$ cat src/rtl/regfile_pkg.sv
package regfile_pkg;
  localparam int NUM_BYTE_REGS = 8;
  localparam int NUM_PAIRS     = NUM_BYTE_REGS / 2;
  localparam int BSEL_W        = $clog2(NUM_BYTE_REGS);
  localparam int PSEL_W        = BSEL_W - 1;
  localparam int FSEL_W        = 2;
  localparam int ADV_W         = 2;
  localparam int FLAG_REG_IDX  = 1;

  typedef enum logic [BSEL_W-1:0] {
    R_ACC = 3'd0, R_FLG = 3'd1, R_G0H = 3'd2, R_G0L = 3'd3,
    R_G1H = 3'd4, R_G1L = 3'd5, R_G2H = 3'd6, R_G2L = 3'd7
  } byte_reg_e;

  typedef enum logic [FSEL_W-1:0] {
    F_ZERO = 2'd0, F_SUB = 2'd1, F_HALF = 2'd2, F_CARRY = 2'd3
  } flag_e;
endpackage

$ cat src/rtl/rf_byte_bank.sv
module rf_byte_bank
  import regfile_pkg::*;
#(
  parameter int BYTE_W = 8
) (
  input  logic                                  clk,
  input  logic                                  rst,
  input  logic                                  byte_we,
  input  logic [BSEL_W-1:0]                     byte_wsel,
  input  logic [BYTE_W-1:0]                     byte_wdata,
  input  logic                                  pair_we,
  input  logic [PSEL_W-1:0]                     pair_wsel,
  input  logic [2*BYTE_W-1:0]                   pair_wdata,
  input  logic                                  flag_we,
  input  logic [FSEL_W-1:0]                     flag_wsel,
  input  logic                                  flag_wval,
  output logic [NUM_BYTE_REGS-1:0][BYTE_W-1:0]  regs_q
);
  localparam int BIT_W = $clog2(BYTE_W);

  logic [BIT_W-1:0]  flag_pos;
  logic [BYTE_W-1:0] flag_mask;
  logic              flag_claimed;

  assign flag_pos  = BIT_W'(BYTE_W - 1) - BIT_W'(flag_wsel);
  assign flag_mask = BYTE_W'(1) << flag_pos;
  assign flag_claimed = (byte_we && (byte_wsel == BSEL_W'(FLAG_REG_IDX))) ||
                        (pair_we && (pair_wsel == PSEL_W'(FLAG_REG_IDX / 2)));

  for (genvar gi = 0; gi < NUM_BYTE_REGS; gi++) begin : g_reg
    localparam int  PAIR_IDX = gi / 2;
    localparam bit  IS_HIGH  = (gi % 2) == 0;

    logic              hit_byte;
    logic              hit_pair;
    logic [BYTE_W-1:0] pair_half;
    logic [BYTE_W-1:0] nxt;
    logic [BYTE_W-1:0] q;

    assign hit_byte  = byte_we && (byte_wsel == BSEL_W'(gi));
    assign hit_pair  = pair_we && (pair_wsel == PSEL_W'(PAIR_IDX));
    assign pair_half = IS_HIGH ? pair_wdata[2*BYTE_W-1:BYTE_W]
                               : pair_wdata[BYTE_W-1:0];

    if (gi == FLAG_REG_IDX) begin : g_flags
      always_comb begin
        nxt = q;
        if (hit_byte)      nxt = byte_wdata;
        else if (hit_pair) nxt = pair_half;
        else if (flag_we)  nxt = (q & ~flag_mask) | (flag_wval ? flag_mask : '0);
      end
    end else begin : g_plain
      always_comb begin
        nxt = q;
        if (hit_byte)      nxt = byte_wdata;
        else if (hit_pair) nxt = pair_half;
      end
    end

    always_ff @(posedge clk) begin
      if (rst) q <= '0;
      else     q <= nxt;
    end

    assign regs_q[gi] = q;
  end


  byte_write_lands_chk: assert property (@(posedge clk) disable iff (rst)
    byte_we |=> regs_q[$past(byte_wsel)] == $past(byte_wdata));


  pair_write_lands_chk: assert property (@(posedge clk) disable iff (rst)
    (pair_we && !(byte_we && (byte_wsel[BSEL_W-1:1] == pair_wsel)))
    |=> {regs_q[{$past(pair_wsel), 1'b0}], regs_q[{$past(pair_wsel), 1'b1}]} == $past(pair_wdata));


  flag_others_kept_chk: assert property (@(posedge clk) disable iff (rst)
    (flag_we && !flag_claimed)
    |=> ((regs_q[FLAG_REG_IDX] ^ $past(regs_q[FLAG_REG_IDX])) & ~$past(flag_mask)) == '0);


  flag_bit_set_chk: assert property (@(posedge clk) disable iff (rst)
    (flag_we && !flag_claimed)
    |=> regs_q[FLAG_REG_IDX][$past(flag_pos)] == $past(flag_wval));
endmodule

$ cat src/rtl/rf_read_port.sv
module rf_read_port
  import regfile_pkg::*;
#(
  parameter int BYTE_W = 8
) (
  input  logic [NUM_BYTE_REGS-1:0][BYTE_W-1:0] regs_q,
  input  logic [BSEL_W-1:0]                    byte_rsel,
  output logic [BYTE_W-1:0]                    byte_rdata,
  input  logic [PSEL_W-1:0]                    pair_rsel,
  output logic [2*BYTE_W-1:0]                  pair_rdata,
  input  logic [FSEL_W-1:0]                    flag_rsel,
  output logic                                 flag_rval
);
  localparam int BIT_W = $clog2(BYTE_W);

  logic [BIT_W-1:0]  rd_pos;
  logic [BYTE_W-1:0] flags_byte;

  assign byte_rdata = regs_q[byte_rsel];
  assign pair_rdata = {regs_q[{pair_rsel, 1'b0}], regs_q[{pair_rsel, 1'b1}]};
  assign flags_byte = regs_q[FLAG_REG_IDX];
  assign rd_pos     = BIT_W'(BYTE_W - 1) - BIT_W'(flag_rsel);
  assign flag_rval  = flags_byte[rd_pos];
endmodule

$ cat src/rtl/rf_pointer_regs.sv
module rf_pointer_regs
  import regfile_pkg::*;
#(
  parameter int          WORD_W   = 16,
  parameter int unsigned PC_RESET = 'h0100,
  parameter int unsigned SP_RESET = 'h0000
) (
  input  logic              clk,
  input  logic              rst,
  input  logic              sp_we,
  input  logic [WORD_W-1:0] sp_wdata,
  output logic [WORD_W-1:0] sp_q,
  input  logic              pc_we,
  input  logic [WORD_W-1:0] pc_wdata,
  input  logic [ADV_W-1:0]  pc_adv,
  output logic [WORD_W-1:0] pc_q
);
  logic [WORD_W-1:0] pc_nxt;

  always_comb begin
    if (pc_we) pc_nxt = pc_wdata;
    else       pc_nxt = pc_q + WORD_W'(pc_adv);
  end

  always_ff @(posedge clk) begin
    if (rst) begin
      pc_q <= WORD_W'(PC_RESET);
      sp_q <= WORD_W'(SP_RESET);
    end else begin
      pc_q <= pc_nxt;
      if (sp_we) sp_q <= sp_wdata;
    end
  end


  sp_write_chk: assert property (@(posedge clk) disable iff (rst)
    sp_we |=> sp_q == $past(sp_wdata));


  pc_load_wins_chk: assert property (@(posedge clk) disable iff (rst)
    pc_we |=> pc_q == $past(pc_wdata));


  pc_advance_chk: assert property (@(posedge clk) disable iff (rst)
    (!pc_we && pc_adv != '0) |=> pc_q == WORD_W'($past(pc_q) + WORD_W'($past(pc_adv))));


  pc_hold_chk: assert property (@(posedge clk) disable iff (rst)
    (!pc_we && pc_adv == '0) |=> $stable(pc_q));
endmodule

$ cat src/rtl/cpu_regfile.sv
module cpu_regfile
  import regfile_pkg::*;
#(
  parameter int          BYTE_W   = 8,
  parameter int unsigned PC_RESET = 'h0100,
  parameter int unsigned SP_RESET = 'h0000
) (
  input  logic                clk,
  input  logic                rst,
  input  logic                byte_we,
  input  logic [2:0]          byte_wsel,
  input  logic [BYTE_W-1:0]   byte_wdata,
  input  logic                pair_we,
  input  logic [1:0]          pair_wsel,
  input  logic [2*BYTE_W-1:0] pair_wdata,
  input  logic [2:0]          byte_rsel,
  output logic [BYTE_W-1:0]   byte_rdata,
  input  logic [1:0]          pair_rsel,
  output logic [2*BYTE_W-1:0] pair_rdata,
  input  logic                flag_we,
  input  logic [1:0]          flag_wsel,
  input  logic                flag_wval,
  input  logic [1:0]          flag_rsel,
  output logic                flag_rval,
  input  logic                sp_we,
  input  logic [2*BYTE_W-1:0] sp_wdata,
  output logic [2*BYTE_W-1:0] sp_q,
  input  logic                pc_we,
  input  logic [2*BYTE_W-1:0] pc_wdata,
  input  logic [1:0]          pc_adv,
  output logic [2*BYTE_W-1:0] pc_q
);
  localparam int WORD_W = 2 * BYTE_W;

  logic [NUM_BYTE_REGS-1:0][BYTE_W-1:0] regs_q;

  rf_byte_bank #(.BYTE_W(BYTE_W)) i_bank (
    .clk        (clk),
    .rst        (rst),
    .byte_we    (byte_we),
    .byte_wsel  (byte_wsel),
    .byte_wdata (byte_wdata),
    .pair_we    (pair_we),
    .pair_wsel  (pair_wsel),
    .pair_wdata (pair_wdata),
    .flag_we    (flag_we),
    .flag_wsel  (flag_wsel),
    .flag_wval  (flag_wval),
    .regs_q     (regs_q)
  );

  rf_read_port #(.BYTE_W(BYTE_W)) i_read (
    .regs_q     (regs_q),
    .byte_rsel  (byte_rsel),
    .byte_rdata (byte_rdata),
    .pair_rsel  (pair_rsel),
    .pair_rdata (pair_rdata),
    .flag_rsel  (flag_rsel),
    .flag_rval  (flag_rval)
  );

  rf_pointer_regs #(
    .WORD_W   (WORD_W),
    .PC_RESET (PC_RESET),
    .SP_RESET (SP_RESET)
  ) i_ptr (
    .clk      (clk),
    .rst      (rst),
    .sp_we    (sp_we),
    .sp_wdata (sp_wdata),
    .sp_q     (sp_q),
    .pc_we    (pc_we),
    .pc_wdata (pc_wdata),
    .pc_adv   (pc_adv),
    .pc_q     (pc_q)
  );


  reset_state_chk: assert property (@(posedge clk)
    rst |=> (pc_q == WORD_W'(PC_RESET)) && (sp_q == WORD_W'(SP_RESET)) && (regs_q == '0));
endmodule

$ cat config.mk
export PLATFORM = sky130hd
export DESIGN_NAME = cpu_regfile
export DESIGN_NICKNAME = d
export VERILOG_FILES = /design/src/rtl/regfile_pkg.sv /design/src/rtl/rf_byte_bank.sv /design/src/rtl/rf_read_port.sv /design/src/rtl/rf_pointer_regs.sv /design/src/rtl/cpu_regfile.sv
export SDC_FILE = /design/constraint.sdc
export NUM_CORES = 1
export LEC_CHECK = 0
export ABC_CLOCK_PERIOD_IN_PS = 3700
export CORE_AREA = 2 2 129 131
export CTS_BUF_LIST = sky130_fd_sc_hd__clkbuf_16
export DETAILED_ROUTE_END_ITERATION = 12
export DIE_AREA = 0 0 131 133
export SLEW_MARGIN = 20
export SYNTH_ARGS = -nofsm -noshare
export SYNTH_HDL_FRONTEND = slang
export SYNTH_HIERARCHICAL = 1
export SYNTH_SLANG_ARGS = --single-unit
$ cat constraint.sdc
create_clock -name clk -period 3.7 [get_ports clk]
set_input_delay 0.925 -clock clk [delete_from_list [all_inputs] [get_ports clk]]
set_output_delay 0.925 -clock clk [all_outputs]
set_load 0.03 [all_outputs]
==> results of run 1 <==
metrics by stage:
stage | setup WS (ps) | power (W)
after floorplan | 686 | 0.00151
after global placement | -243 | 0.00175
after CTS | 36.9 | 0.00267
final | 52.4 | 0.00265
after global routing | 18.6 | 0.00276
after detailed placement | -248 | 0.00176
final cells by class:
class | count | area, sq um | share of cell area [%]
inverter | 8 | 30.0 | 0.417
tap | 220 | 275 | 3.82
clock buffer | 9 | 225 | 3.13
timing repair buffer | 156 | 1460 | 20.2
clock inverter | 6 | 53.8 | 0.747
multi-input combinational | 378 | 3240 | 45.0
sequential | 96 | 1920 | 26.7
logic make-up (layout without fill, tap and decap cells):
family,Yosys count,in the layout,share of synthesized area [%]
compound gates,89,89,13.3
xor+xnor,10,10,1.59
buf+inv,65,179,6.08
mux,108,108,28.5
simple gates,168,168,14.8
fa+ha+maj,3,3,0.819
flops,96,96,35.0
report_power, final:
part / switching (W) / total [W] / internal (W) / leakage (nW)
clock network: 0.000393 / 0.000906 / 0.000512 / 0.141
logic: 0.000302 / 0.000587 / 0.000285 / 2.04
registers: 0.0000548 / 0.00115 / 0.00110 / 0.789
flip-flops by register name, indices dropped and copies added, names as in the netlist, named ones only:
register,flops
i_bank/g.q,60
i_ptr/pc_q,16
i_ptr/sp_q,16
layer usage:
metal	global-route usage (%)	part of all wire [%]	vias up	routed length (um)
met1	25.5	45	2321	7660
met2	32.6	48	196	8150
met5	0	0	-	0
met4	5.97	1.5	0	252
li1	-	-	2239	-
met3	2.99	6.3	19	1070
Yosys cell counts (all sizes together) (2+ instances only):
| cell | count | area [sq um] |
|---|---|---|
| nand4b | 5 | 43.8 |
| a211oi | 57 | 428 |
| mux4 | 33 | 803 |
| o311a | 2 | 20.0 |
| nand2 | 30 | 113 |
| nor4 | 5 | 31.3 |
| o21ai | 2 | 10.0 |
| nor3 | 6 | 30.0 |
| nand4 | 4 | 31.3 |
| o221ai | 2 | 17.5 |
| o22ai | 2 | 12.5 |
| a311oi | 14 | 173 |
| nor3b | 3 | 27.5 |
| clkbuf | 20 | 85.1 |
| mux2 | 8 | 90.1 |
| mux2i | 67 | 671 |
| o21bai | 2 | 15.0 |
| dfxtp | 96 | 1920 |
| or4bb | 2 | 22.5 |
| buf | 37 | 219 |
| o2111ai | 2 | 17.5 |
| inv | 8 | 30.0 |
| nand3b | 5 | 41.3 |
| ha | 2 | 25.0 |
| a21oi | 4 | 20.0 |
| nand2b | 2 | 12.5 |
| or3 | 3 | 18.8 |
| xnor2 | 9 | 78.8 |
| nand3 | 5 | 30.0 |
| nor2 | 90 | 338 |
| nand4bb | 3 | 33.8 |
final timing paths:
kind	endpoint	slack, ps	cells after the start
setup / recovery	byte_rdata[5]	50	5
hold / removal	i_ptr/sp_q[4]	490	2
setup reg to reg	i_ptr/pc_q[8]	1600	7
hold reg to reg	i_ptr/sp_q[4]	490	2
critical path: cells and delay by family:
family,cells,cell delay (ps)
buf+inv,3,960
mux,2,830
==> results.toml, run 1 <==
[clocking]
cts_made_buffers = 9
cts_hold_buffers = 0
htreeDepth = 3
clk_latency_ps = 340
cts.repair.resized = 5
tritoncts_clock_tree = "built"
max-clock-path-buffers = 2
cts-root-buf = "clkbuf_16"
clock_sinks = 96
post_cts_setup_driven_buffer_insertion_count = 0
cts.reportedPaths.clkPinSlew_ps = 60

[finish]
n_antenna_cell = 0
layoutNonFillerInstCount = 873
n_fill_cell = 1538
mostFrequentLayoutCell = "clkdlybuf4s50_1"
layout_common_cells = "clkdlybuf4s50_1, dfxtp_1, nor2_1, mux2i_1, a211oi_1"
area_delta_synth_final_pct = 31.0
final_util_pct = 44.5
design.final.nets = 732
drive_above_1_share_pct = 14.2
design_area_sq_um = 7200

[sta]
hold_slack_ps = 493
final_period_minus_worst_setup_slack_ps = 3650
skew_ps = 1.72
grt_setup_unrepaired = "no"
max_slew.worst_pin.slew_ps = 947
fin_setup_tns_ps = 0
fmaxAchievable_mhz = 274
setup_viol_count_final = 0
worst_slew_margin_pct = 36.9
report.final.hold_viol_count = 0
finalMaxSlewViolations = 0
min_period_over_period_pct = 98.6

[setup_path]
crit_chain = "clkdlybuf4s50_1 > buf_4 > mux4_1 > mux2_2 > buf_4"
setup.worst_path.start = "byte_rsel[0]"
timing.critical_path.slowest_stage_cell = "clkdlybuf4s50_1"
path_max_fanout = 5
rr_startpoint = "i_ptr/pc_q[0]"
worstPathRequired_ps = 2770
start_kind = "input pin"
critical-path-top-cell-by-count = "buf_4"
setup.worst_path.end_class = "output pin"
timing_worst_setup_path_type = "input pin to output pin"
critical_path_arrival_ps = 2720
slowest_delay_ps = 580

[logic_synthesis]
synth_edf_count = 0
mappedNetlistArea_sq_um = 5500
synthesis_stage_register_bit_count = 96
synth_warn = 6
async_flop_share_pct = 0
synth-seq-area-share_pct = 35.0
synth_top_flop_cell = "dfxtp_1"
yosysUniqueCellTypes = 51
syn_avg_cell_area_sq_um = 10.2
syn_nets = 622
post_synth_inst_count = 539

[placement]
buffer_ports.inserted = 136
dpl_cell_area_sq_um = 6920
gpl.final_weighted_congestion = 0.791
place.detailed.instances = 858
dp_hpwl_um = 12100

[power]
static-leakage-power_nw = 2.97
pwr_cell_area_nw_per_um2 = 367
peakVddDrop_mv = 0.222

[routing]
vias_per_cell = 5.47
postRouteAntennaNets = 0
remaining_drc_errors = 0
drt_iter0_markers = 277
routed_wire_length_per_instance_um = 19.6
routed_wirelength_um = 17100
total_via_count_in_the_routed_design = 4775
drt_pre_antenna_iters = 5

[global_routing]
groute.usage.overall_pct = 19.4
maximum_number_of_pins_on_one_net_before_global_route_repair = 85
number_of_global_route_vias_before_repair = 4624
first_pass_grt_wire_length_um = 26000
grt_antenna_before_repair = 0
overflow = 0

[floorplan]
pin_count = 137
die_w_um = 131
die-area_sq_um = 17400
floorplan.initialDensity_pct = 34.0
core.rowCount = 47
die_h_um = 133
core-area_sq_um = 16200

[min_path]
hold_path.startpoint = "i_ptr/sp_q[4]"
worst_hold_path_type = "flip-flop to flip-flop"

[status]
run_status = "completed"

[run]
max_cap_violations = 0
(Power assumes the default switching activity.)
==> inputs of run 2 (changes only) <==
- CORE_AREA: 2 2 129 131 -> 3 3 130 132
- DIE_AREA: 0 0 131 133 -> 0 0 133 135
==> run 2 against run 1 <==
Against the previous run:
- via count is 1.0% higher
- sequential share of layout area decreased by 0.16 points
- final cell count is 0.23% lower
==> results.toml, run 2 (synthesized netlist as in run 1, its figures left out) <==
[sta]
fmaxAchievable_mhz = 272
max_slew.worst_pin.slew_ps = 911
report.final.hold_viol_count = 0
worst_slew_margin_pct = 39.1
setup_viol_count_final = 0
finalMaxSlewViolations = 0
final_period_minus_worst_setup_slack_ps = 3670
grt_setup_unrepaired = "no"
min_period_over_period_pct = 99.3
skew_ps = 4.19

[finish]
largest_reg_flops = 60
max_flop_register = "i_bank/g.q"
largestRegisters = "i_bank/g.q: 60 flops, i_ptr/pc_q: 16 flops, i_ptr/sp_q: 16 flops"
n_antenna_cell = 0
drive_above_1_share_pct = 15.0
mostFrequentLayoutCell = "clkdlybuf4s50_1"
design.final.nets = 734
layout_common_cells = "clkdlybuf4s50_1, dfxtp_1, nor2_1, mux2i_1, a211oi_1"
design_area_sq_um = 7240
area_delta_synth_final_pct = 31.8
final_util_pct = 45.8

[status]
run_status = "completed"

[floorplan]
die-area_sq_um = 18000
core.rowCount = 46
die_w_um = 133
die_h_um = 135
core-area_sq_um = 15800
floorplan.initialDensity_pct = 34.7
pin_count = 137

[setup_path]
setup.worst_path.start = "byte_rsel[2]"
critical-path-top-cell-by-count = "buf_6"
buf_inv_on_cp = 4
timing.critical_path.slowest_stage_cell = "mux4_1"
setup.worst_path.end_class = "output pin"
slowest_delay_ps = 550
crit_chain = "clkdlybuf4s50_1 > buf_6 > buf_6 > mux4_1 > mux2_2 > buf_4"
path_max_fanout = 8
timing_worst_setup_path_type = "input pin to output pin"
critical_path_arrival_ps = 2750
rr_startpoint = "i_ptr/pc_q[0]"
critical-path-top-delay-family = "buffers and inverters"
start_kind = "input pin"
worstPathRequired_ps = 2770

[routing]
remaining_drc_errors = 0
postRouteAntennaNets = 0
total_via_count_in_the_routed_design = 4824
vias_per_cell = 5.54
drt_iter0_markers = 297
routed_wire_length_per_instance_um = 19.9
drt_pre_antenna_iters = 4
routed_wirelength_um = 17300

[placement]
dp_hpwl_um = 12300
gpl.final_weighted_congestion = 0.855
dpl_cell_area_sq_um = 6930
buffer_ports.inserted = 136

[run]
max_cap_violations = 0

[power]
static-leakage-power_nw = 2.98
peakVddDrop_mv = 0.188
pwr_cell_area_nw_per_um2 = 378
fin_total_pwr_w = 0.00274

[clocking]
clock_sinks = 96
post_cts_setup_driven_buffer_insertion_count = 0
cts_made_buffers = 9
cts_hold_buffers = 0
max-clock-path-buffers = 2
cts.reportedPaths.clkPinSlew_ps = 60
tritoncts_clock_tree = "built"
clk_latency_ps = 340
htreeDepth = 3
cts-root-buf = "clkbuf_16"

[global_routing]
grt_antenna_before_repair = 0
first_pass_grt_wire_length_um = 27000
number_of_global_route_vias_before_repair = 4854
overflow = 0
maximum_number_of_pins_on_one_net_before_global_route_repair = 53
groute.usage.overall_pct = 19.3

[min_path]
hold_path.startpoint = "i_ptr/sp_q[3]"
worst_hold_path_type = "flip-flop to flip-flop"
run 2: cell count changes in the layout (fill, tap and decap cells not counted), sizes merged:
cell | previous run | this run
dlygate4sd2 | 4 | 2
buf | 42 | 44
clkdlybuf4s50 | 110 | 111
clkbuf | 9 | 10
bufinv | 1 | 2
clkinv | 2 | 1
run 2: repair_timing:
action | in CTS | in global routing
endpoints found under the setup margin | 6 | 5
resized for setup | 5 | 2
hold endpoints to repair | 0 | 0
run 2: through the flow:
| step | hold WS (ps) | worst slack, ps | cells | setup TNS (ps) |
|---|---|---|---|---|
| floorplan | 464 | 686 | 539 | 0 |
| global placement | 472 | -231 | 856 | -451 |
| detailed placement | 480 | -237 | 856 | -514 |
| CTS | 495 | 3.92 | 871 | 0 |
| global route | 520 | 2.80 | 871 | 0 |
| finish | 489 | 25.5 | 871 | 0 |
run 2: final timing paths:
check              endpoint  slack [ps]  depth (start not counted)
min reg2reg   i_ptr/sp_q[3]         490                          2
max           byte_rdata[3]          30                          6
max reg2reg  i_ptr/pc_q[14]        1570                          7
min           i_ptr/sp_q[3]         490                          2
run 2: worst register-to-register path: stages, from the launching register on:
cell and delay (ps):
dfxtp_1 340, ha_1 180, inv_1 60, fa_1 410, nand3b_2 320, nor4_1 430
xnor2_1 100, a211oi_1 210
run 2: report_power, final:
part,total [W],internal [W],switching [W]
Clock,0.000995,0.000588,0.000408
Sequential,0.00115,0.00110,0.0000546
Combinational,0.000589,0.000287,0.000302
Total,0.00274,0.00197,0.000764
run 2: per-layer routing:
metal	vias up	track usage [%]	share of wire (%)
met1	2317	24.7	43
met2	224	31.7	47
met3	34	3.99	8.2
met4	0	8.37	2.5
met5	-	0	0
li1	2249	-	-
run 2: cell type report:
cell class,instances,area (sq um)
flip-flops and latches,96,1920
clock inverters,6,85.1
fillers,1446,8580
well taps,216,270
multi-input cells,378,3240
inverters,8,30.0
repair buffers,158,1470
clock buffers,9,225
==> inputs of run 3 (changes only) <==
- ABC_CLOCK_PERIOD_IN_PS: 3700 -> default
- CORE_AREA: 3 3 130 132 -> 3 3 149 115
- DIE_AREA: 0 0 133 135 -> 0 0 152 118
==> run 3 against run 2 <==
Against the previous run:
- global-route usage down 0.22 points
- total power down 5.5%
- via count down 0.95%
- fmax rose by 0.53%
- sequential cell count did not move
- non-clock buffer count down 1
- count of clock-buffer cells in the layout unchanged
- die area decreased by 0.11%
- worst setup slack improved by 19 ps
- clock skew is 1.5 ps higher
- sequential share of layout area grew 0.069 points
- highest routed layer unchanged
==> results.toml, run 3 (synthesized netlist as in run 1, its figures left out) <==
[routing]
postRouteAntennaNets = 0
drt_iter0_markers = 317
vias_per_cell = 5.52
drt_pre_antenna_iters = 5
routed_wire_length_per_instance_um = 20.0
remaining_drc_errors = 0
routed_wirelength_um = 17300
total_via_count_in_the_routed_design = 4778

[setup_path]
crit_chain = "clkdlybuf4s50_1 > buf_12 > mux4_2 > clkdlybuf4s50_1"
timing.critical_path.slowest_stage_cell = "clkdlybuf4s50_1"
path_max_fanout = 9
setup.worst_path.end_class = "output pin"
buf_inv_on_cp = 3
timing_worst_setup_path_type = "input pin to output pin"
critical_path_arrival_ps = 2730
slowest_delay_ps = 610
critical-path-top-cell-by-count = "clkdlybuf4s50_1"
worstPathRequired_ps = 2770
critical-path-top-delay-family = "buffers and inverters"
start_kind = "input pin"

[sta]
fmaxAchievable_mhz = 274
max_slew.worst_pin.slew_ps = 906
grt_setup_unrepaired = "no"
setup_viol_count_final = 0
worst_slew_margin_pct = 39.4
final_period_minus_worst_setup_slack_ps = 3660
min_period_over_period_pct = 98.8
skew_ps = 5.73
finalMaxSlewViolations = 0
report.final.hold_viol_count = 0

[clocking]
max-clock-path-buffers = 2
cts_made_buffers = 9
clock_sinks = 96
htreeDepth = 3
clk_latency_ps = 350
cts-root-buf = "clkbuf_16"
cts.reportedPaths.clkPinSlew_ps = 70
cts_hold_buffers = 0
tritoncts_clock_tree = "built"

[power]
net_load_switching_power_w = 0.000755
power.clock.fraction_pct = 32.6
peakVddDrop_mv = 0.199
p_comb_share_pct = 22.8
internal_power_w = 0.00183
pwr-share-seq_pct = 44.7
pwr_cell_area_nw_per_um2 = 358
switching_share_pct = 29.2
static-leakage-power_nw = 2.99

[placement]
dpl_cell_area_sq_um = 6960
dp_hpwl_um = 12500
buffer_ports.inserted = 136
gpl.final_weighted_congestion = 0.823

[global_routing]
number_of_global_route_vias_before_repair = 4794
overflow = 0
first_pass_grt_wire_length_um = 27400
maximum_number_of_pins_on_one_net_before_global_route_repair = 55
grt_antenna_before_repair = 0
groute.usage.overall_pct = 19.1

[finish]
n_antenna_cell = 0
drive_above_1_share_pct = 13.6
final_util_pct = 45.7
storage_element_area_sq_um = 1920
area_delta_synth_final_pct = 31.5
multi_input_gate_area_in_the_final_layout_sq_um = 3240
design.final.nets = 733
largest_reg_flops = 60
layout_common_cells = "clkdlybuf4s50_1, dfxtp_1, nor2_1, mux2i_1, a211oi_1"
largestRegisters = "i_bank/g.q: 60 flops, i_ptr/pc_q: 16 flops, i_ptr/sp_q: 16 flops"
design_area_sq_um = 7230
n_fill_cell = 1514
mostFrequentLayoutCell = "clkdlybuf4s50_1"
max_flop_register = "i_bank/g.q"

[floorplan]
pin_count = 137
core.rowCount = 40
core-area_sq_um = 15800
die-area_sq_um = 17900
die_h_um = 118
floorplan.initialDensity_pct = 34.8
die_w_um = 152

[run]
max_cap_violations = 0

[status]
run_status = "completed"

[min_path]
worst_hold_path_type = "flip-flop to flip-flop"
[run 3: cell types whose count changed in the layout (fill, tap and decap cells not counted), sizes merged]
cell	previous run	this run
buf	44	38
bufinv	2	0
clkdlybuf4s50	111	113
clkinv	1	4
dlygate4sd2	2	3
dlymetal6s2s	0	2
[run 3: what timing repair did]
action,in CTS,in global routing
resized for setup,6,6
buffers inserted,0,0
endpoints found under the setup margin,8,7
[run 3: final cells by class]
class | instances | area share (%)
Tap cell | 210 | 3.64
Timing Repair Buffer | 157 | 21.0
Clock inverter | 7 | 0.433
Multi-Input combinational cell | 378 | 44.8
Clock buffer | 9 | 3.12
Inverter | 8 | 0.416
Sequential cell | 96 | 26.6
[run 3: power by group through the flow]
stage / clock, W / sequential, W / combinational, W
2_1_floorplan: 0 / 0.00120 / 0.000309
5_1_grt: 0.000906 / 0.00116 / 0.000626
6_report: 0.000842 / 0.00116 / 0.000589
4_1_cts: 0.000865 / 0.00115 / 0.000592
3_5_place_dp: 0 / 0.00118 / 0.000591
3_3_place_gp: 0 / 0.00117 / 0.000579
[run 3: final timing paths]
kind / start / end / slack, ps / depth (start not counted)
hold / removal: i_ptr/sp_q[15] / i_ptr/sp_q[15] / 500 / 2
hold reg to reg: i_ptr/sp_q[15] / i_ptr/sp_q[15] / 500 / 2
setup reg to reg: i_ptr/pc_q[0] / i_ptr/pc_q[12] / 1580 / 7
setup / recovery: pair_rsel[0] / pair_rdata[1] / 40 / 4
[run 3: per-stage QoR]
step | power (W) | hold WS (ps) | setup slack [ps] | setup TNS [ps] | std cells
5_1_grt | 0.00270 | 518 | 1.03 | 0 | 865
3_5_place_dp | 0.00177 | 485 | -228 | -677 | 849
6_report | 0.00259 | 497 | 44.8 | 0 | 865
4_1_cts | 0.00261 | 501 | 14.0 | 0 | 865
3_3_place_gp | 0.00175 | 477 | -188 | -591 | 849
2_1_floorplan | 0.00151 | 464 | 686 | 0 | 539
[run 3: tightest hold or removal path: stages, from the launching register on]
cell and delay, ps:
dfxtp_1 330, mux2i_1 70, nor2_1 70
[run 3: routing by layer]
layer	vias up	GRT usage [%]	wire length [um]
met4	0	4.04	195
met3	13	4.08	903
met2	165	30.9	8310
met1	2362	26.4	7880
li1	2238	-	-
met5	-	0	0
